===== src/rtl/vic_pkg.sv =====
package vic_pkg;
  localparam int LVL_W      = 3;
  localparam int DATA_W     = 8;
  localparam int B_PEND     = 7;
  localparam int B_AUX      = 6;  // live switch on read, software set on write
  localparam int B_OWNVEC   = 4;
  localparam int B_EN       = 3;
  localparam int B_GEN      = 4;
  localparam logic [DATA_W-1:0] VEC_SPURIOUS = 8'h0F;
  localparam logic [DATA_W-1:0] BASE_RST     = 8'h40;
endpackage


===== src/rtl/vic_pend.sv =====
module vic_pend #(
  parameter int N = 12
) (
  input  logic         clk_i,
  input  logic         rst_ni,
  input  logic [N-1:0] src_i,
  input  logic [N-1:0] clr_i,
  input  logic [N-1:0] set_i,
  output logic [N-1:0] pend_o
);
  logic [N-1:0] src_q;
  logic [N-1:0] rise;

  assign rise = src_i & ~src_q;

  always_ff @(posedge clk_i or negedge rst_ni) begin
    if (!rst_ni) begin
      src_q  <= '0;
      pend_o <= '0;
    end else begin
      src_q  <= src_i;
      // a new edge or software set wins over a same-cycle clear
      pend_o <= (pend_o & ~clr_i) | rise | set_i;
    end
  end

  p_rise_sets_r2: assert property (@(posedge clk_i) disable iff (!rst_ni)
    (rise != '0) |=> ((pend_o & $past(rise)) == $past(rise)));

  p_w1c_clears_r3: assert property (@(posedge clk_i) disable iff (!rst_ni)
    ((clr_i & ~rise & ~set_i) != '0) |=> ((pend_o & $past(clr_i & ~rise & ~set_i)) == '0));

  p_soft_set_r9: assert property (@(posedge clk_i) disable iff (!rst_ni)
    (set_i != '0) |=> ((pend_o & $past(set_i)) == $past(set_i)));
endmodule


===== src/rtl/vic_arb.sv =====
module vic_arb #(
  parameter int N = 12
) (
  input  logic                            clk_i,
  input  logic                            rst_ni,
  input  logic [N-1:0]                    elig_i,
  input  logic [N-1:0][vic_pkg::LVL_W-1:0] lvl_i,
  output logic [vic_pkg::LVL_W-1:0]       level_o
);
  import vic_pkg::*;

  always_comb begin
    level_o = '0;
    for (int i = 0; i < N; i++) begin
      if (elig_i[i] && lvl_i[i] > level_o) level_o = lvl_i[i];
    end
  end

  p_level_needs_src_r5: assert property (@(posedge clk_i) disable iff (!rst_ni)
    (level_o != '0) |-> (elig_i != '0));
endmodule


===== src/rtl/vic_vec.sv =====
module vic_vec #(
  parameter int N          = 12,
  parameter int SRC_SERIAL = 3
) (
  input  logic                             clk_i,
  input  logic                             rst_ni,
  input  logic [N-1:0]                     elig_i,
  input  logic [N-1:0][vic_pkg::LVL_W-1:0] lvl_i,
  input  logic [vic_pkg::LVL_W-1:0]        ack_lvl_i,
  input  logic [vic_pkg::DATA_W-1:0]       base_i,
  input  logic                             own_vec_i,
  output logic                             hit_o,
  output logic                             ext_o,
  output logic [vic_pkg::DATA_W-1:0]       vec_o
);
  import vic_pkg::*;
  localparam int IDX_W = $clog2(N);

  logic [IDX_W-1:0] win;

  always_comb begin
    hit_o = 1'b0;
    win   = '0;
    for (int i = 0; i < N; i++) begin
      if (!hit_o && elig_i[i] && lvl_i[i] == ack_lvl_i) begin
        hit_o = 1'b1;
        win   = IDX_W'(i);
      end
    end
  end

  assign vec_o = hit_o ? base_i + DATA_W'(win) : VEC_SPURIOUS;
  assign ext_o = hit_o && (win == IDX_W'(SRC_SERIAL)) && !own_vec_i;

  p_lvl0_spurious_r7: assert property (@(posedge clk_i) disable iff (!rst_ni)
    (ack_lvl_i == '0) |-> !hit_o);

  p_vec_in_window_r6: assert property (@(posedge clk_i) disable iff (!rst_ni)
    hit_o |-> (DATA_W'(vec_o - base_i) < DATA_W'(N)));
endmodule


===== src/rtl/vec_irq_ctrl.sv =====
module vec_irq_ctrl #(
  parameter int NUM_SRC    = 12,
  parameter int SRC_ABORT  = 2,
  parameter int SRC_SERIAL = 3,
  parameter int SRC_SOFT_A = 10,
  parameter int SRC_SOFT_B = 11,
  parameter int ADDR_W     = $clog2(NUM_SRC + 2)
) (
  input  logic                      clk_i,
  input  logic                      rst_ni,
  input  logic [NUM_SRC-1:0]        src_i,
  input  logic [ADDR_W-1:0]         reg_addr_i,
  input  logic                      reg_wr_i,
  input  logic [7:0]                reg_wdata_i,
  output logic [7:0]                reg_rdata_o,
  output logic [vic_pkg::LVL_W-1:0] irq_level_o,
  input  logic                      iack_i,
  input  logic [vic_pkg::LVL_W-1:0] iack_level_i,
  output logic [7:0]                iack_vec_o,
  output logic                      iack_ext_o
);
  import vic_pkg::*;
  localparam int GCTL_ADDR = NUM_SRC;
  localparam int BASE_ADDR = NUM_SRC + 1;

  logic [NUM_SRC-1:0]            en_q;
  logic [NUM_SRC-1:0][LVL_W-1:0] lvl_q;
  logic                          own_vec_q;
  logic [DATA_W-1:0]             gctl_q;
  logic [DATA_W-1:0]             base_q;
  logic [NUM_SRC-1:0]            pend;
  logic [NUM_SRC-1:0]            clr;
  logic [NUM_SRC-1:0]            set;
  logic [NUM_SRC-1:0]            sel;
  logic [NUM_SRC-1:0]            elig;
  logic                          gen_en;
  logic                          hit;
  logic                          ext;
  logic [DATA_W-1:0]             vec;

  assign gen_en = gctl_q[B_GEN];

  for (genvar k = 0; k < NUM_SRC; k++) begin : g_src
    assign sel[k]  = reg_wr_i && (reg_addr_i == ADDR_W'(k));
    assign clr[k]  = sel[k] && reg_wdata_i[B_PEND];
    if (k == SRC_SOFT_A || k == SRC_SOFT_B) begin : g_soft
      assign set[k] = sel[k] && reg_wdata_i[B_AUX];
    end else begin : g_hw
      assign set[k] = 1'b0;
    end
    assign elig[k] = pend[k] && en_q[k] && (lvl_q[k] != '0) && gen_en;

    always_ff @(posedge clk_i or negedge rst_ni) begin
      if (!rst_ni) begin
        en_q[k]  <= 1'b0;
        lvl_q[k] <= '0;
      end else if (sel[k]) begin
        en_q[k]  <= reg_wdata_i[B_EN];
        lvl_q[k] <= reg_wdata_i[LVL_W-1:0];
      end
    end
  end

  always_ff @(posedge clk_i or negedge rst_ni) begin
    if (!rst_ni) begin
      own_vec_q <= 1'b0;
      gctl_q    <= '0;
      base_q    <= BASE_RST;
    end else if (reg_wr_i) begin
      if (reg_addr_i == ADDR_W'(SRC_SERIAL)) own_vec_q <= reg_wdata_i[B_OWNVEC];
      if (reg_addr_i == ADDR_W'(GCTL_ADDR))  gctl_q    <= reg_wdata_i;
      if (reg_addr_i == ADDR_W'(BASE_ADDR))  base_q    <= reg_wdata_i;
    end
  end

  vic_pend #(.N(NUM_SRC)) u_pend (
    .clk_i  (clk_i),
    .rst_ni (rst_ni),
    .src_i  (src_i),
    .clr_i  (clr),
    .set_i  (set),
    .pend_o (pend)
  );

  vic_arb #(.N(NUM_SRC)) u_arb (
    .clk_i   (clk_i),
    .rst_ni  (rst_ni),
    .elig_i  (elig),
    .lvl_i   (lvl_q),
    .level_o (irq_level_o)
  );

  vic_vec #(.N(NUM_SRC), .SRC_SERIAL(SRC_SERIAL)) u_vec (
    .clk_i     (clk_i),
    .rst_ni    (rst_ni),
    .elig_i    (elig),
    .lvl_i     (lvl_q),
    .ack_lvl_i (iack_level_i),
    .base_i    (base_q),
    .own_vec_i (own_vec_q),
    .hit_o     (hit),
    .ext_o     (ext),
    .vec_o     (vec)
  );

  assign iack_vec_o = iack_i ? vec : '0;
  assign iack_ext_o = iack_i && ext;

  always_comb begin
    reg_rdata_o = '0;
    for (int i = 0; i < NUM_SRC; i++) begin
      if (reg_addr_i == ADDR_W'(i)) begin
        reg_rdata_o[B_PEND]      = pend[i];
        reg_rdata_o[B_EN]        = en_q[i];
        reg_rdata_o[LVL_W-1:0]   = lvl_q[i];
        if (i == SRC_ABORT)  reg_rdata_o[B_AUX]    = src_i[i];
        if (i == SRC_SERIAL) reg_rdata_o[B_OWNVEC] = own_vec_q;
      end
    end
    if (reg_addr_i == ADDR_W'(GCTL_ADDR)) reg_rdata_o = gctl_q;
    if (reg_addr_i == ADDR_W'(BASE_ADDR)) reg_rdata_o = base_q;
  end

  p_gate_closed_r4: assert property (@(posedge clk_i) disable iff (!rst_ni)
    !gctl_q[B_GEN] |-> (irq_level_o == '0 && !hit));

  p_ext_only_on_ack_r10: assert property (@(posedge clk_i) disable iff (!rst_ni)
    iack_ext_o |-> (iack_i && iack_vec_o == base_q + 8'(SRC_SERIAL)));
endmodule


===== config.mk =====
export PLATFORM = sky130hd
export DESIGN_NAME = vec_irq_ctrl
export DESIGN_NICKNAME = d
export VERILOG_FILES = /design/src/rtl/vic_pkg.sv /design/src/rtl/vic_pend.sv /design/src/rtl/vic_arb.sv /design/src/rtl/vic_vec.sv /design/src/rtl/vec_irq_ctrl.sv
export SDC_FILE = /design/constraint.sdc
export NUM_CORES = 1
export LEC_CHECK = 0
export ABC_AREA = 1
export BUFFER_PORTS_ARGS = -buffer_cell sky130_fd_sc_hd__buf_4
export CAP_MARGIN = 25
export CORE_MARGIN = 1
export CORE_UTILIZATION = 65
export CTS_CLUSTER_DIAMETER = 80
export DETAILED_ROUTE_END_ITERATION = 8
export PLACE_DENSITY_LB_ADDON = 0.15
export SLEW_MARGIN = 25
export SYNTH_ARGS = -nofsm -noshare
export SYNTH_HDL_FRONTEND = slang
export SYNTH_SLANG_ARGS = --single-unit
export TNS_END_PERCENT = 10

===== constraint.sdc =====
create_clock -name clk_i -period 40.5 [get_ports clk_i]
set_input_delay 10.125 -clock clk_i [delete_from_list [all_inputs] [get_ports clk_i]]
set_output_delay 10.125 -clock clk_i [all_outputs]
set_load 0.02 [all_outputs]

==> results of run 1 <==
[metal layers]
metal  track usage [%]  routed length [µm]
met5                 0                   0
met4              21.8                 797
met1              52.6                7210
met3              6.04                1790
met2              60.0                7700
[stage by stage]
stage | setup slack, ns | hold WS, ns | util [%] | std cells
2_1_floorplan | 16.49 | 0.400 | - | 823
3_3_place_gp | 16.11 | 0.403 | 72.6 | 967
3_5_place_dp | 15.81 | 0.426 | 72.6 | 967
4_1_cts | 15.77 | 0.439 | 75.2 | 983
5_1_grt | 15.01 | 0.457 | 75.2 | 983
6_report | 15.65 | 0.431 | 75.2 | 983
[final cells by class]
type	count	area [µm²]	share of cell area [%]
clock buffer	9	124	1.88
clock inverter	7	106	1.61
inverter	124	465	7.06
multi-input combinational	595	3150	47.8
sequential	89	2230	33.8
tap	108	135	2.05
timing repair buffer	51	383	5.81
[sequential cells by signal, indices dropped and copies added, names as in the netlist]
| register | cells |
|---|---|
| lvl_q | 36 |
| en_q | 12 |
| u_pend.pend_o | 12 |
| u_pend.src_q | 12 |
| base_q | 8 |
| gctl_q | 8 |
| own_vec_q | 1 |
[worst max-delay path: cells and delay by family]
kind,cells,cell delay (ns)
compound gates,3,0.59
simple gates,25,2.34
buf+inv,12,1.17
fa+ha+maj,1,0.32
xor+xnor,1,0.15
[worst paths after layout]
check	startpoint	to	cells after the start
max in group asynchronous	rst_ni	base_q[3]	2
worst max-delay path	iack_level_i[1]	iack_vec_o[7]	42
worst min register to register	u_pend.src_q[1]	u_pend.pend_o[1]	1
worst max register to register	gctl_q[4]	gctl_q[4]	2
min in group asynchronous	rst_ni	u_pend.src_q[6]	1
worst min-delay path	u_pend.src_q[1]	u_pend.pend_o[1]	1
[power by group through the flow]
stage | logic, mW | clock network, mW | registers (mW)
floorplan | 0.0847 | 0 | 0.116
global placement | 0.108 | 0 | 0.123
detailed placement | 0.113 | 0 | 0.123
CTS | 0.114 | 0.0725 | 0.121
global route | 0.131 | 0.0752 | 0.124
finish | 0.116 | 0.0721 | 0.122
[kinds of logic (layout without fill, tap and decap cells)]
| group | after synthesis | after routing | share of synthesized area, % |
|---|---|---|---|
| xor+xnor | 8 | 8 | 1.19 |
| compound gates | 203 | 203 | 20.0 |
| simple gates | 362 | 362 | 27.3 |
| buf+inv | 139 | 191 | 8.88 |
| fa+ha+maj | 22 | 22 | 4.79 |
| flops | 89 | 89 | 37.8 |
[placed cells by master, fill, tap and decap left out, types with 9 or more instances in the layout]
master / Yosys / final
sky130_fd_sc_hd__o21ai_0: 105 / 105
sky130_fd_sc_hd__nand4_1: 12 / 12
sky130_fd_sc_hd__o22ai_1: 28 / 28
sky130_fd_sc_hd__inv_1: 118 / 118
sky130_fd_sc_hd__buf_4: 0 / 51
sky130_fd_sc_hd__nor3_1: 13 / 13
sky130_fd_sc_hd__a21oi_1: 20 / 20
sky130_fd_sc_hd__nand2_2: 21 / 21
sky130_fd_sc_hd__nor2_1: 58 / 58
sky130_fd_sc_hd__a31oi_1: 9 / 9
sky130_fd_sc_hd__nand3_1: 43 / 43
sky130_fd_sc_hd__clkbuf_8: 0 / 9
sky130_fd_sc_hd__dfrtp_1: 88 / 88
sky130_fd_sc_hd__nand2_1: 190 / 190
sky130_fd_sc_hd__ha_1: 21 / 21
==> flow_summary.yaml, run 1 <==
worst_setup_path:
  standard_cell_with_the_maximum_stage_delay_on_the_critical_path: "sky130_fd_sc_hd__ha_1"
  end_kind: "output pin"
  crit_path_start_kind: "primary input"
  critical-path-top-cell-by-count: "sky130_fd_sc_hd__nor2_1"
  critPathMaxStageDelay_ns: 0.32
  timing.critical_path.fanout_max: 13
  r2r_setup_slack_ns: 39.46
  worst_path_arrival_ns: 14.73
  cp_data_required_time_ns: 30.38
  worst-setup-path-type: "in -> out"
power_and_ir_drop:
  power.density_cell_area_mw_per_mm2: 47.1
  clock_power_share_pct: 23.2
  vdd.ir_drop.worst_uv: 33.1
  power_leakage_nw: 3.20
  total_switching_power_mw: 0.127
  switching_share_pct: 40.7
  totalPowerFinal_mw: 0.311
  flop_pwr_share_pct: 39.4
  combPwrFrac_pct: 37.4
  internal_power_mw: 0.184
cts:
  ctsResizeCount: 0
  clock_tree_from_tritoncts: "yes"
  clk-insertion-delay-late_ns: 0.37
  clock_tree.htree_level_count: 3
  cts_hold_repair.buffers: 0
  root_buffer: "sky130_fd_sc_hd__clkbuf_8"
  clkSinkCount: 89
  setup_fix_buffers_added_after_clock_tree_synthesis: 0
  clkSlewWorstSetupHoldPaths_ns: 0.09
  cts.path.max_buffers: 2
  tritoncts_buffer_count: 9
timing:
  finalClockSkew_ns: 0.00896
  final-hold-violation-count: 0
  max_clock_freq_mhz: 40.2
  slew-limit-headroom_pct: 49.6
  clock_period_minus_final_worst_setup_slack_ns: 24.85
  timing_worst_slew_pin_value_ns: 0.738
  final-setup-viol-count: 0
  min_period_over_period_pct: 61.4
  setup_total_negative_slack_ns: 0
  report.final.slew_viol_count: 0
  setup_repair_after_global_routing_missed_its_margin: "no"
grt:
  grt_max_degree: 51
  first_pass_grt_wire_length_um: 29200
  track_usage_pct: 38.9
  initial_antenna_violation_count: 0
  grt_pass1_vias: 5973
  gr-total-overflow: 0
placement:
  routabilityCongestion: 0.997
  postPlaceCellArea_mm2: 0.00636
  place.detailed.hpwl_um: 13300
  portBuffers: 50
final_layout:
  layout-drive-gt1-share_pct: 12.0
  insertedDiodeCount: 0
  nNetsFinal: 923
  final_area_mm2: 0.00659
  area_delta_synth_final_pct: 11.7
  fillerInstances: 693
yosys:
  synth_fp_nets: 876
  synthDominantCellAreaShare_pct: 37.3
  main_area_contributors_after_synthesis: "sky130_fd_sc_hd__dfrtp_1, sky130_fd_sc_hd__nand2_1, sky130_fd_sc_hd__o21ai_0, sky130_fd_sc_hd__inv_1, sky130_fd_sc_hd__ha_1"
  yosys-top-cells-count: "sky130_fd_sc_hd__nand2_1, sky130_fd_sc_hd__inv_1, sky130_fd_sc_hd__o21ai_0"
  cell_area_after_synthesis_mm2: 0.00590
  synth.distinct_cells: 45
  synthFlopType: "sky130_fd_sc_hd__dfrtp_1"
  synth-async-reset-ratio_pct: 100
  netlist_instances: 823
  yosys_warnings: 0
  synthMostInstantiatedCell: "sky130_fd_sc_hd__nand2_1"
  postSynthRegisterBits: 89
  largest_area_contributor_in_the_synthesized_netlist: "sky130_fd_sc_hd__dfrtp_1"
  syn_avg_cell_area_um2: 7.17
  synth-edff-count: 0
  synth_sequential_area_ratio_pct: 37.8
routing:
  routed-via-count: 6123
  post_drt_wl_per_cell_um: 17.8
  drcViolationCount: 0
  routed_wirelength_um: 17500
  drt_first_iter_violations: 529
  drt_pass1_iterations: 7
  postRouteAntennaNets: 0
  routed_via_density: 6.23
status:
  outcome: "complete, no violations"
hold_path:
  min-delay-path-class: "reg -> reg"
floorplan:
  core.rowCount: 34
  fp.dieW_um: 97.3
  floorplan.initialDensity_pct: 67.3
  core_mm2: 0.00876
  num_io_pins: 51
  chipHeight_um: 97.3
  floorplan.die_area_mm2: 0.00946
job:
  drv.max_cap_violation_count: 0
No activity file was read; power rests on OpenSTA's default activity.
==> run 2, diff against run 1 <==
--- a/config.mk
+++ b/config.mk
@@ -9,7 +9,7 @@
 export BUFFER_PORTS_ARGS = -buffer_cell sky130_fd_sc_hd__buf_4
 export CAP_MARGIN = 25
 export CORE_MARGIN = 1
-export CORE_UTILIZATION = 65
+export CORE_UTILIZATION = 55
 export CTS_CLUSTER_DIAMETER = 80
 export DETAILED_ROUTE_END_ITERATION = 8
 export PLACE_DENSITY_LB_ADDON = 0.15
==> constraint.sdc (replaced) <==
create_clock -name clk_i -period 20 [get_ports clk_i]
set_input_delay 5 -clock clk_i [delete_from_list [all_inputs] [get_ports clk_i]]
set_output_delay 5 -clock clk_i [all_outputs]
set_load 0.02 [all_outputs]
==> run 2 against run 1 <==
  * Hold slack gained 0.0036 ns
  * Combinational power up 100%
  * Register-to-register slack lost 20 ns
  * Clock skew is essentially flat
  * Total power increased by 94%
  * Die area is 18% higher
  * Routed wire length shrank 2.6%
  * Clock power grew 71%
  * Critical endpoint is now irq_level_o[1]
  * Highest routed layer unchanged
==> flow_summary.yaml, run 2 (synthesis gave the netlist of run 1 again) <==
grt:
  grtUsageMet3_pct: 6.86
  gr-usage-met1_pct: 42.3
  gr-total-overflow: 0
  track_usage_pct: 32.5
  first_pass_grt_wire_length_um: 27600
  grt_max_degree: 57
  grt_pass1_vias: 5650
  grtUsageMet2_pct: 52.9
  gr-max-usage-layer: "met2"
  initial_antenna_violation_count: 0
routing:
  postRouteAntennaNets: 0
  routed_via_density: 5.80
  drt_pass1_iterations: 7
  drcViolationCount: 0
  routed-via-count: 5863
  post_drt_wl_per_cell_um: 16.9
  routed_wirelength_um: 17000
  drt_first_iter_violations: 565
timing:
  max_clock_freq_mhz: 55.8
  setup_ws_ns: 2.07
  timing_worst_slew_pin_value_ns: 0.720
  worst_hold_slack_ns: 0.434
  slew-limit-headroom_pct: 52.0
  setup_repair_after_global_routing_missed_its_margin: "no"
  final-setup-viol-count: 0
  final-hold-violation-count: 0
  report.final.slew_viol_count: 0
  setup_total_negative_slack_ns: 0
  finalClockSkew_ns: 0.00904
  min_period_over_period_pct: 89.7
  clock_period_minus_final_worst_setup_slack_ns: 17.93
power_and_ir_drop:
  power_leakage_nw: 3.18
  vdd.ir_drop.worst_uv: 70.0
  power.density_cell_area_mw_per_mm2: 91.6
worst_setup_path:
  crit_path_start_kind: "flip-flop"
  standard_cell_with_the_maximum_stage_delay_on_the_critical_path: "sky130_fd_sc_hd__dfrtp_1"
  worstSetupStartpoint: "gctl_q[4]"
  worst-r2r-cell-count: 3
  r2r-start: "u_pend.pend_o[10]"
  r2r_endpoint: "u_pend.pend_o[10]"
  critPathBufInv: 6
  cp_data_required_time_ns: 15.00
  critical-path-top-cell-by-count: "sky130_fd_sc_hd__nand2_2"
  end_kind: "output pin"
  cp_num_cells: 75
  timing.critical_path.fanout_max: 14
  worst-setup-path-type: "reg -> out"
  r2r_setup_slack_ns: 19.01
  critPathMaxStageDelay_ns: 0.67
  worst_path_dominant_cell_family: "simple AND/OR/NAND/NOR gates"
  worst_path_arrival_ns: 12.93
  timing.critical_path.to: "irq_level_o[1]"
cts:
  clkSlewWorstSetupHoldPaths_ns: 0.10
  clock_tree.htree_level_count: 3
  cts_hold_repair.buffers: 0
  clock_tree_from_tritoncts: "yes"
  clk-insertion-delay-late_ns: 0.39
  cts.path.max_buffers: 2
  root_buffer: "sky130_fd_sc_hd__clkbuf_8"
  setup_fix_buffers_added_after_clock_tree_synthesis: 0
  ctsResizeCount: 0
  tritoncts_buffer_count: 9
  clkSinkCount: 89
floorplan:
  chipHeight_um: 106
  core.rowCount: 37
  num_io_pins: 51
  floorplan.die_area_mm2: 0.0111
  floorplan.initialDensity_pct: 56.9
  core_mm2: 0.0104
  fp.dieW_um: 106
final_layout:
  final_cell_mix: "sky130_fd_sc_hd__nand2_1, sky130_fd_sc_hd__inv_1, sky130_fd_sc_hd__o21ai_0"
  final_area_mm2: 0.00658
  area_delta_synth_final_pct: 11.5
  max_flop_register: "lvl_q"
  final_core_utilization_pct: 63.4
  layout.cells.most_common: "sky130_fd_sc_hd__nand2_1"
  number_of_flip_flops_in_the_largest_register: 36
  insertedDiodeCount: 0
  layout-drive-gt1-share_pct: 12.0
  fillerInstances: 971
  nNetsFinal: 923
status:
  outcome: "complete, no violations"
hold_path:
  min-delay-path-class: "reg -> reg"
placement:
  dpl_worst_slack_ns: 2.67
  portBuffers: 50
  place.detailed.hpwl_um: 12700
  postPlaceCellArea_mm2: 0.00639
  routabilityCongestion: 0.991
job:
  drv.max_cap_violation_count: 0
-- run 2: stage by stage --
stage,instances,power [mW]
after floorplan,823,0.406
after global placement,995,0.464
after detailed placement,995,0.477
after CTS,1011,0.601
after global routing,1011,0.645
final,1011,0.602
-- run 2: area by class of cell --
type	instances	area [µm²]	share of cell area (%)
Clock inverter	7	58.8	0.894
Timing Repair Buffer	51	383	5.82
Clock buffer	9	124	1.88
Inverter	124	465	7.08
Multi-Input combinational cell	595	3150	47.9
Sequential cell	89	2230	33.9
Tap cell	136	170	2.59
-- run 2: worst min-delay path by stage --
stage,to,cells past startpoint,startpoint
2_1_floorplan,u_pend.pend_o[0],1,u_pend.src_q[0]
3_3_place_gp,u_pend.pend_o[2],1,u_pend.src_q[2]
3_5_place_dp,u_pend.pend_o[3],1,u_pend.src_q[3]
4_1_cts,u_pend.pend_o[7],1,u_pend.src_q[7]
5_1_grt,u_pend.pend_o[7],1,u_pend.src_q[7]
6_report,u_pend.pend_o[3],1,u_pend.src_q[3]
-- run 2: routing by layer --
layer,vias up,share of wire [%]
met4,0,2.6
met3,42,8.2
met2,268,46
li1,2863,-
met1,2690,43
met5,-,0
-- run 2: power by group --
group	internal (mW)	total, mW	switching (mW)
logic	0.0904	0.234	0.144
registers	0.209	0.245	0.0359
clock network	0.0476	0.123	0.0755
==> run 3, diff against run 2 <==
--- a/config.mk
+++ b/config.mk
@@ -8,8 +8,8 @@
 export ABC_AREA = 1
 export BUFFER_PORTS_ARGS = -buffer_cell sky130_fd_sc_hd__buf_4
 export CAP_MARGIN = 25
-export CORE_MARGIN = 1
-export CORE_UTILIZATION = 55
+export CORE_MARGIN = 3
+export CORE_UTILIZATION = 65
 export CTS_CLUSTER_DIAMETER = 80
 export DETAILED_ROUTE_END_ITERATION = 8
 export PLACE_DENSITY_LB_ADDON = 0.15
==> constraint.sdc (replaced) <==
create_clock -name clk_i -period 22.6 [get_ports clk_i]
set_input_delay 5.65 -clock clk_i [delete_from_list [all_inputs] [get_ports clk_i]]
set_output_delay 5.65 -clock clk_i [all_outputs]
set_load 0.02 [all_outputs]
==> run 3 against run 2 <==
  * Non-clock buffer count unchanged
  * Critical path type unchanged
  * Critical path depth is the same
  * Clock-buffer cell count is 4 higher
  * Highest routed layer unchanged
  * Die area is 8.0% lower
  * Setup slack better by 2.0 ns
  * Clock power down 14%
  * Largest power group unchanged
  * First-iteration DRC count fell by 2.8%
  * Critical endpoint is now irq_level_o[0]
  * Routed wire length fell by 0.66%
  * Register-to-register slack improved by 2.6 ns
  * Largest cell class unchanged
  * Sequential cell count unchanged
  * Final area shrank 0.51%
==> flow_summary.yaml, run 3 (synthesis gave the netlist of run 1 again) <==
status:
  outcome: "complete, no violations"
worst_setup_path:
  worst_path_arrival_ns: 12.91
  crit_path_start_kind: "flip-flop"
  worstSetupStartpoint: "gctl_q[4]"
  worst-setup-path-type: "reg -> out"
  r2r_setup_slack_ns: 21.62
  timing.critical_path.fanout_max: 14
  worst_path_dominant_cell_family: "simple AND/OR/NAND/NOR gates"
  end_kind: "output pin"
  critPathBufInv: 6
  r2r-start: "u_pend.pend_o[10]"
  critPathMaxStageDelay_ns: 0.67
  worst-r2r-cell-count: 3
  cp_data_required_time_ns: 16.95
  r2r_endpoint: "u_pend.pend_o[10]"
  standard_cell_with_the_maximum_stage_delay_on_the_critical_path: "sky130_fd_sc_hd__dfrtp_1"
  critical-path-top-cell-by-count: "sky130_fd_sc_hd__nand2_2"
final_layout:
  final_area_mm2: 0.00654
  layout.cells.most_common: "sky130_fd_sc_hd__nand2_1"
  layout-drive-gt1-share_pct: 11.8
  final_core_utilization_pct: 74.7
  insertedDiodeCount: 0
  fillerInstances: 691
  max_flop_register: "lvl_q"
  fin_cells: 983
  nNetsFinal: 923
  area_delta_synth_final_pct: 10.9
  number_of_flip_flops_in_the_largest_register: 36
  final_cell_mix: "sky130_fd_sc_hd__nand2_1, sky130_fd_sc_hd__inv_1, sky130_fd_sc_hd__o21ai_0"
placement:
  portBuffers: 50
  dpl_worst_slack_ns: 4.72
  place.detailed.hpwl_um: 12500
  placed_cells: 967
  postPlaceCellArea_mm2: 0.00636
  routabilityCongestion: 0.926
timing:
  final-hold-violation-count: 0
  timing_worst_slew_pin_value_ns: 0.807
  report.final.slew_viol_count: 0
  finalClockSkew_ns: 0.000813
  worst_hold_slack_ns: 0.420
  min_period_over_period_pct: 82.1
  final-setup-viol-count: 0
  setup_ws_ns: 4.04
  clock_period_minus_final_worst_setup_slack_ns: 18.56
  max_clock_freq_mhz: 53.9
  setup_repair_after_global_routing_missed_its_margin: "no"
  slew-limit-headroom_pct: 46.2
  setup_total_negative_slack_ns: 0
routing:
  met1_routed_length_um: 7040
  met2_length_um: 7590
  drt_first_iter_violations: 549
  routed-via-count: 6051
  routed_via_density: 6.16
  post_drt_wl_per_cell_um: 17.2
  drt_pass1_iterations: 9
  postRouteAntennaNets: 0
  routed.top_layer: "met4"
  routed_wirelength_um: 16900
  drcViolationCount: 0
  detailed_routed_wire_length_on_met3_um: 1700
cts:
  clkSlewWorstSetupHoldPaths_ns: 0.09
  tritoncts_buffer_count: 9
  setup_fix_buffers_added_after_clock_tree_synthesis: 0
  clock_tree_from_tritoncts: "yes"
  clk-insertion-delay-late_ns: 0.36
  root_buffer: "sky130_fd_sc_hd__clkbuf_8"
  ctsResizeCount: 0
  cts_hold_repair.buffers: 0
  clock_tree.htree_level_count: 3
  clkSinkCount: 89
  cts.path.max_buffers: 2
hold_path:
  holdPathEnd: "u_pend.pend_o[7]"
  hold_start: "u_pend.src_q[7]"
  min-delay-path-class: "reg -> reg"
  number_of_cells_on_the_worst_hold_path: 1
floorplan:
  floorplan.die_area_mm2: 0.0103
  core.rowCount: 34
  fp.dieW_um: 101
  floorplan.initialDensity_pct: 67.3
  num_io_pins: 51
  chipHeight_um: 101
  core_mm2: 0.00876
grt:
  first_pass_grt_wire_length_um: 27500
  initial_antenna_violation_count: 0
  gr-total-overflow: 0
  track_usage_pct: 34.0
  grt_max_degree: 64
  grt_pass1_vias: 5795
power_and_ir_drop:
  totalPowerFinal_mw: 0.532
  vdd.ir_drop.worst_uv: 45.8
  power_leakage_nw: 3.17
  power.density_cell_area_mw_per_mm2: 81.3
job:
  drv.max_cap_violation_count: 0
==> run 3: changes by cell type in the layout (fill, tap and decap cells not counted) <==
cell and change:
sky130_fd_sc_hd__inv_6 -4, sky130_fd_sc_hd__clkbuf_1 +2, sky130_fd_sc_hd__clkbuf_8 +2, sky130_fd_sc_hd__clkinv_4 +2, sky130_fd_sc_hd__clkinv_2 -1, sky130_fd_sc_hd__inv_8 -1
==> run 3: layer usage <==
layer / global-route usage (%) / vias to the layer above
li1: - / 2859
met1: 46.1 / 2768
met2: 51.7 / 363
met3: 6.27 / 61
met4: 18.1 / 0
met5: 0 / -
==> run 3: final cells by class <==
class | count | area (µm²) | area share [%]
clock inverter | 3 | 25.0 | 0.382
multi-input combinational | 595 | 3150 | 48.1
sequential | 89 | 2230 | 34.1
tap | 108 | 135 | 2.07
inverter | 124 | 465 | 7.11
clock buffer | 13 | 159 | 2.43
timing repair buffer | 51 | 383 | 5.85
==> run 3: worst register-to-register path: stages (launching register included) <==
cell	delay (ns)
sky130_fd_sc_hd__dfrtp_1	0.42
sky130_fd_sc_hd__inv_1	0.13
sky130_fd_sc_hd__a21oi_1	0.05
sky130_fd_sc_hd__a221o_1	0.27
==> run 3: worst max path at each step <==
stage                           to  slack [ns]  cells past startpoint
floorplan           irq_level_o[2]        6.12                     70
global placement    irq_level_o[1]        5.46                     74
detailed placement  irq_level_o[0]        4.72                     75
CTS                 irq_level_o[0]        4.22                     74
global route        irq_level_o[0]        3.04                     75
finish              irq_level_o[0]        4.04                     75
==> run 3: power breakdown <==
group          switching [mW]  internal [mW]
Sequential             0.0316          0.185
Combinational           0.128         0.0805
Clock                  0.0592         0.0466
Total                   0.219          0.312
